**config.mk**
```make
export PLATFORM = sky130hd
export DESIGN_NAME = wprot_status_ctrl
export DESIGN_NICKNAME = d
export VERILOG_FILES = /design/src/rtl/wprot_pkg.sv /design/src/rtl/wprot_range.sv /design/src/rtl/wprot_nv_bits.sv /design/src/rtl/wprot_seq.sv /design/src/rtl/wprot_status_ctrl.sv
export SDC_FILE = /design/constraint.sdc
export NUM_CORES = 1
export LEC_CHECK = 0
export BUFFER_PORTS_ARGS = -buffer_cell sky130_fd_sc_hd__buf_4
export CAP_MARGIN = 20
export CORE_AREA = 2 2 39 41
export CTS_BUF_LIST = sky130_fd_sc_hd__clkbuf_8
export CTS_CLUSTER_DIAMETER = 100
export CTS_CLUSTER_SIZE = 25
export DETAILED_ROUTE_END_ITERATION = 10
export DIE_AREA = 0 0 41 43
export GPL_TIMING_DRIVEN = 0
export PLACE_DENSITY_LB_ADDON = 0.15
export SYNTH_ARGS = -nofsm -noshare
export SYNTH_HDL_FRONTEND = slang
export SYNTH_SLANG_ARGS = --single-unit
```
**constraint.sdc**
```tcl
create_clock -name clk -period 3.9 [get_ports clk]
set_input_delay 1.17 -clock clk [delete_from_list [all_inputs] [get_ports clk]]
set_output_delay 1.17 -clock clk [all_outputs]
set_load 0.02 [all_outputs]
```
**src/rtl/wprot_pkg.sv**
```systemverilog
package wprot_pkg;

    typedef enum logic [1:0] {
        ST_IDLE     = 2'd0,
        ST_SR_ARMED = 2'd1,
        ST_SR_PROG  = 2'd2,
        ST_ARR_PROG = 2'd3
    } wp_state_e;

    localparam int STAT_W   = 8;
    localparam int LOCK_POS = 7;
    localparam int LVL_HI   = 3;
    localparam int LVL_LO   = 2;

    typedef struct packed {
        logic       lock;
        logic [1:0] level;
    } nv_bits_t;

endpackage

```
**src/rtl/wprot_range.sv**
```systemverilog
module wprot_range #(
    parameter int DEPTH  = 8192,
    parameter int ADDR_W = $clog2(DEPTH)
) (
    input  logic [ADDR_W-1:0] addr_i,
    input  logic [1:0]        level_i,
    output logic              prot_o
);
    localparam int QUART_START = DEPTH - DEPTH / 4;
    localparam int HALF_START  = DEPTH / 2;
    localparam logic [ADDR_W-1:0] QUART_A = ADDR_W'(QUART_START);
    localparam logic [ADDR_W-1:0] HALF_A  = ADDR_W'(HALF_START);

    always_comb begin
        unique case (level_i)
            2'b00:   prot_o = 1'b0;
            2'b01:   prot_o = (addr_i >= QUART_A);
            2'b10:   prot_o = (addr_i >= HALF_A);
            default: prot_o = 1'b1;
        endcase
    end
endmodule

```
**src/rtl/wprot_nv_bits.sv**
```systemverilog
module wprot_nv_bits
    import wprot_pkg::*;
(
    input  logic     clk,
    input  logic     rst_n,
    input  logic     commit_i,
    input  nv_bits_t commit_bits_i,
    output nv_bits_t bits_o
);
    nv_bits_t bits_q = '0;

    always_ff @(posedge clk) begin
        if (commit_i) begin
            bits_q <= commit_bits_i;
        end
    end

    assign bits_o = bits_q;


    nv_hold_chk: assert property (@(posedge clk) disable iff (!rst_n)
        !commit_i |=> $stable(bits_q));
endmodule

```
**src/rtl/wprot_seq.sv**
```systemverilog
module wprot_seq
    import wprot_pkg::*;
(
    input  logic       clk,
    input  logic       rst_n,
    input  logic       set_en_i,
    input  logic       clr_en_i,
    input  logic       sr_wr_i,
    input  logic [7:0] sr_data_i,
    input  logic       cs_n_i,
    input  logic       wp_n_i,
    input  logic       cyc_start_i,
    input  logic       cyc_done_i,
    input  logic       busy_i,
    input  logic       lock_i,
    output logic       wel_o,
    output logic       in_cyc_o,
    output logic       sr_wr_ok_o,
    output logic       commit_o,
    output nv_bits_t   commit_bits_o
);
    wp_state_e state_q, state_d;
    logic      wel_q;
    nv_bits_t  pend_q;
    logic      hw_lock;
    logic      in_prog;
    logic      arm_ok;

    assign hw_lock = !wp_n_i && lock_i;
    assign in_prog = (state_q == ST_SR_PROG) || (state_q == ST_ARR_PROG);
    assign arm_ok  = (state_q == ST_IDLE) && wel_q && !hw_lock && !busy_i;

    always_comb begin
        state_d = state_q;
        unique case (state_q)
            ST_IDLE: begin
                if (!busy_i && cyc_start_i && wel_q) begin
                    state_d = ST_ARR_PROG;
                end else if (sr_wr_i && arm_ok) begin
                    state_d = ST_SR_ARMED;
                end
            end
            ST_SR_ARMED: begin
                if (hw_lock && !cs_n_i) begin
                    state_d = ST_IDLE;
                end else if (cyc_start_i) begin
                    state_d = ST_SR_PROG;
                end
            end
            ST_SR_PROG: begin
                if (cyc_done_i) begin
                    state_d = ST_IDLE;
                end
            end
            ST_ARR_PROG: begin
                if (cyc_done_i) begin
                    state_d = ST_IDLE;
                end
            end
            default: state_d = ST_IDLE;
        endcase
    end

    always_ff @(posedge clk) begin
        if (!rst_n) begin
            state_q <= ST_IDLE;
        end else begin
            state_q <= state_d;
        end
    end

    always_ff @(posedge clk) begin
        if (!rst_n) begin
            wel_q  <= 1'b0;
            pend_q <= '0;
        end else begin
            if (in_prog && cyc_done_i) begin
                wel_q <= 1'b0;
            end else if (!in_prog && !busy_i) begin
                if (clr_en_i) begin
                    wel_q <= 1'b0;
                end else if (set_en_i) begin
                    wel_q <= 1'b1;
                end
            end
            if (state_q == ST_IDLE && sr_wr_i && arm_ok && !cyc_start_i) begin
                pend_q.lock  <= sr_data_i[LOCK_POS];
                pend_q.level <= sr_data_i[LVL_HI:LVL_LO];
            end
        end
    end

    always_comb begin
        wel_o         = wel_q;
        in_cyc_o      = in_prog || busy_i;
        sr_wr_ok_o    = arm_ok;
        commit_o      = (state_q == ST_SR_PROG) && cyc_done_i;
        commit_bits_o = pend_q;
    end


    wel_done_chk: assert property (@(posedge clk) disable iff (!rst_n)
        (in_prog && cyc_done_i) |=> !wel_q);


    ignore_cmd_chk: assert property (@(posedge clk) disable iff (!rst_n)
        ((in_prog || busy_i) && !cyc_done_i) |=> $stable(wel_q));


    hwp_block_chk: assert property (@(posedge clk) disable iff (!rst_n)
        (state_q == ST_IDLE && sr_wr_i && !wp_n_i && lock_i) |=> state_q != ST_SR_ARMED);


    wp_abort_chk: assert property (@(posedge clk) disable iff (!rst_n)
        (state_q == ST_SR_ARMED && !wp_n_i && lock_i && !cs_n_i) |=> state_q == ST_IDLE);


    nowel_start_chk: assert property (@(posedge clk) disable iff (!rst_n)
        (state_q == ST_IDLE && cyc_start_i && !wel_q) |=> state_q != ST_ARR_PROG);
endmodule

```
**src/rtl/wprot_status_ctrl.sv**
```systemverilog
module wprot_status_ctrl
    import wprot_pkg::*;
#(
    parameter int DEPTH  = 8192,
    parameter int ADDR_W = $clog2(DEPTH)
) (
    input  logic              clk,
    input  logic              rst_n,
    input  logic              set_en_i,
    input  logic              clr_en_i,
    input  logic              sr_wr_i,
    input  logic [7:0]        sr_data_i,
    input  logic              cs_n_i,
    input  logic              wp_n_i,
    input  logic              cyc_start_i,
    input  logic              cyc_done_i,
    input  logic              busy_i,
    input  logic [ADDR_W-1:0] query_addr_i,
    output logic [7:0]        status_o,
    output logic              wel_o,
    output logic              addr_ok_o,
    output logic              sr_wr_ok_o
);
    nv_bits_t nv_bits;
    nv_bits_t commit_bits;
    logic     commit;
    logic     in_cyc;
    logic     wel;
    logic     prot;

    wprot_seq u_seq (
        .clk           (clk),
        .rst_n         (rst_n),
        .set_en_i      (set_en_i),
        .clr_en_i      (clr_en_i),
        .sr_wr_i       (sr_wr_i),
        .sr_data_i     (sr_data_i),
        .cs_n_i        (cs_n_i),
        .wp_n_i        (wp_n_i),
        .cyc_start_i   (cyc_start_i),
        .cyc_done_i    (cyc_done_i),
        .busy_i        (busy_i),
        .lock_i        (nv_bits.lock),
        .wel_o         (wel),
        .in_cyc_o      (in_cyc),
        .sr_wr_ok_o    (sr_wr_ok_o),
        .commit_o      (commit),
        .commit_bits_o (commit_bits)
    );

    wprot_nv_bits u_nv (
        .clk           (clk),
        .rst_n         (rst_n),
        .commit_i      (commit),
        .commit_bits_i (commit_bits),
        .bits_o        (nv_bits)
    );

    wprot_range #(
        .DEPTH  (DEPTH),
        .ADDR_W (ADDR_W)
    ) u_range (
        .addr_i  (query_addr_i),
        .level_i (nv_bits.level),
        .prot_o  (prot)
    );

    always_comb begin
        if (in_cyc) begin
            status_o = 8'hFF;
        end else begin
            status_o = {nv_bits.lock, 3'b000, nv_bits.level, wel, 1'b0};
        end
        wel_o     = wel;
        addr_ok_o = wel && !prot;
    end


    busy_ff_chk: assert property (@(posedge clk) disable iff (!rst_n)
        busy_i |-> status_o == 8'hFF);


    rsvd_zero_chk: assert property (@(posedge clk) disable iff (!rst_n)
        !status_o[0] |-> status_o[6:4] == 3'b000);


    full_prot_chk: assert property (@(posedge clk) disable iff (!rst_n)
        (status_o[3:2] == 2'b11 && !status_o[0]) |-> !addr_ok_o);


    commit_src_chk: assert property (@(posedge clk) disable iff (!rst_n)
        $changed(nv_bits) |-> $past(commit));
endmodule

```
==> impl_metrics.json <==
{
  "num_rows": 14,
  "synth_flop_cell": "dfxtp_1",
  "n_antenna_cell": 0,
  "h-tree-depth": 1,
  "grt_pass1_vias": 389,
  "tns_ns": 0,
  "design_area_um2": 741,
  "crit_fanout": 7,
  "floorplan.initialDensity_pct": 35.8,
  "grt-ovfl-total": 0,
  "syn_nets": 85,
  "dieArea_um2": 1760,
  "synth-xor-area-share_pct": 0,
  "synth_top_family_by_area": "simple AND/OR/NAND/NOR gates",
  "cp-start-kind": "input port",
  "syn-instance-count": 54,
  "layout_commonest_cell": "buf_4",
  "worst_path_most_repeated_cell": "buf_4",
  "clkLatencyLatePin_ns": 0.23,
  "slowest_delay_ns": 0.49,
  "root_buffer": "clkbuf_8",
  "synthesis.area_um2": 495,
  "synth_cell_type_count": 23,
  "routabilityCongestion": 0.677,
  "path_cells": "buf_4 -> or4b_4 -> and2b_2 -> buf_4",
  "grt_usage_pct": 13.9,
  "min-delay-path-class": "reg -> reg",
  "slowest_stage": "or4b_4",
  "synth_area_leaders": "dfxtp_1, edfxtp_1, buf_4",
  "synth-seq-cells": 9,
  "synth_edf_count": 3,
  "dieWidth_um": 41,
  "pwr_density_cell_nw_per_um2": 340,
  "layout_worst_path_cycle_share_pct": 84.9,
  "cts_buffers": 3,
  "tightestPinTransition_ns": 0.334,
  "slew_violations": 0,
  "dr.pass1.iters": 2,
  "synth-simple-area-share_pct": 33.3,
  "p_sw_w": 0.0000576,
  "drc_errors": 0,
  "cts_tree": "done",
  "vias": 446,
  "layout_common_cells": "buf_4, nand2_1, dfxtp_1, nor2_1",
  "drive_gt1_share_pct": 48.8,
  "p_seq_share_pct": 39.8,
  "max_freq_mhz": 302,
  "intPower_w": 0.000194,
  "peakVddDrop_uv": 201,
  "fill_cells": 136,
  "async_flop_share_pct": 0,
  "final_nets": 114,
  "die_h_um": 43,
  "maxCapViolCount": 0,
  "swShare_pct": 22.9,
  "slew_headroom_pct": 77.8,
  "yosys_warnings": 0,
  "p_clk_share_pct": 40.6,
  "ioPinCount": 42,
  "clk_pin_slew_ns": 0.04,
  "placed_area_um2": 696,
  "finalSetupViolations": 0,
  "finClkSkew_ns": 0.00235,
  "avgRoutedWirePerCell_um": 10.3,
  "synth-compound-area-share_pct": 14.4,
  "critPathKind": "in -> out",
  "avgSynthCellArea_um2": 9.18,
  "synth_top_cell_by_area": "dfxtp_1",
  "period_minus_slack_ns": 3.31,
  "ys_seq_area_share_pct": 42.4,
  "antenna_found_initial": 0,
  "ant_nets": 0,
  "cts_resized": 0,
  "routed_wirelength_mm": 1.01,
  "vias_per_cell": 4.55,
  "required_ns": 2.73,
  "postCtsHoldBufs": 0,
  "crit_arrival_ns": 2.14,
  "hold_viol_final": 0,
  "rsz0062_at_grt": "no",
  "grt_pass1_wl_mm": 1.62,
  "post-cts-setup-buffers": 0,
  "core_area_um2": 1380,
  "status": "finished clean",
  "clock_sinks": 9,
  "whs_ns": 0.423,
  "io_buffers": 24,
  "drtIter0Drc": 5,
  "area_growth_pct": 49.5,
  "cts_buffer_depth": 2,
  "yosysTopAreaCellShare_pct": 24.2,
  "yosys.area_share.adder_pct": 0,
  "power_frac_comb_pct": 19.6,
  "synthMuxAreaShare_pct": 0,
  "grt_max_degree": 11,
  "p_leak_nw": 0.334,
  "worstSetupEndpointType": "output pin"
}
cell usage after synthesis (2+ instances only):
cell      n
nor2_1    5
buf_4     4
nand2_1   7
edfxtp_1  3
a21oi_1   3
o21ai_0   2
nand3_1   4
or3_2     4
dfxtp_1   6
o21ai_1   3
critical path: cells and delay by family:
family	cells	cell delay [ns]
AND/OR/NAND/NOR	2	0.71
buffers and inverters	2	0.26
path summary, 6_finish.rpt:
check | from | slack (ns) | end | depth (start not counted)
max | busy_i | 0.59 | sr_wr_ok_o | 4
min | u_seq.commit_bits_o[0] | 0.42 | u_nv.bits_o[0] | 0
max reg2reg | u_seq.state_q[1] | 2.36 | u_seq.commit_bits_o[0] | 5
min reg2reg | u_seq.commit_bits_o[0] | 0.42 | u_nv.bits_o[0] | 0
registers in the layout, summed over array words and instances (netlist names):
name	flops
u_nv.bits_o	3
u_seq.commit_bits_o	3
u_seq.state_q	2
u_seq.wel_o	1
metal layers:
metal	GRT usage, %	vias to the layer above	routed length (um)
met3	3.14	0	86
met2	20.0	16	460
li1	-	242	-
met5	0	-	0
met4	10.0	0	0
met1	17.2	188	459
stage by stage:
stage / setup slack, ns / util, % / cells / total power, W
6_report: 0.588 / 53.5 / 98 / 0.000252
5_1_grt: 0.553 / 53.5 / 98 / 0.000266
4_1_cts: 0.589 / 53.5 / 98 / 0.000258
3_5_place_dp: 0.589 / 50.3 / 94 / 0.000152
3_3_place_gp: 0.590 / 50.3 / 94 / 0.000151
2_1_floorplan: 0.806 / - / 54 / 0.000128
final cells by class:
cell class              instances  area (um2)  area share (%)
clock inverters                 1        3.75           0.507
multi-input cells              38         236            31.9
inverters                       1        3.75           0.507
repair buffers                 24         180            24.3
clock buffers                   3        41.3            5.57
well taps                      16        20.0            2.70
flip-flops and latches          9         210            28.4
plain buffers                   6        45.0            6.08
power by group through the flow:
stage	clock network, W	logic [W]	registers, W
2_1_floorplan	0	0.0000258	0.000102
3_3_place_gp	0	0.0000491	0.000102
3_5_place_dp	0	0.0000498	0.000102
4_1_cts	0.000108	0.0000499	0.000100
5_1_grt	0.000112	0.0000535	0.000100
6_report	0.000102	0.0000493	0.000100
logic make-up after synthesis:
kind of cell | after synthesis
DFF | 9
AOI/OAI and AO/OA | 12
and+or+nand+nor | 26
buffers and inverters | 7
Power figures use the tool's default switching activity.
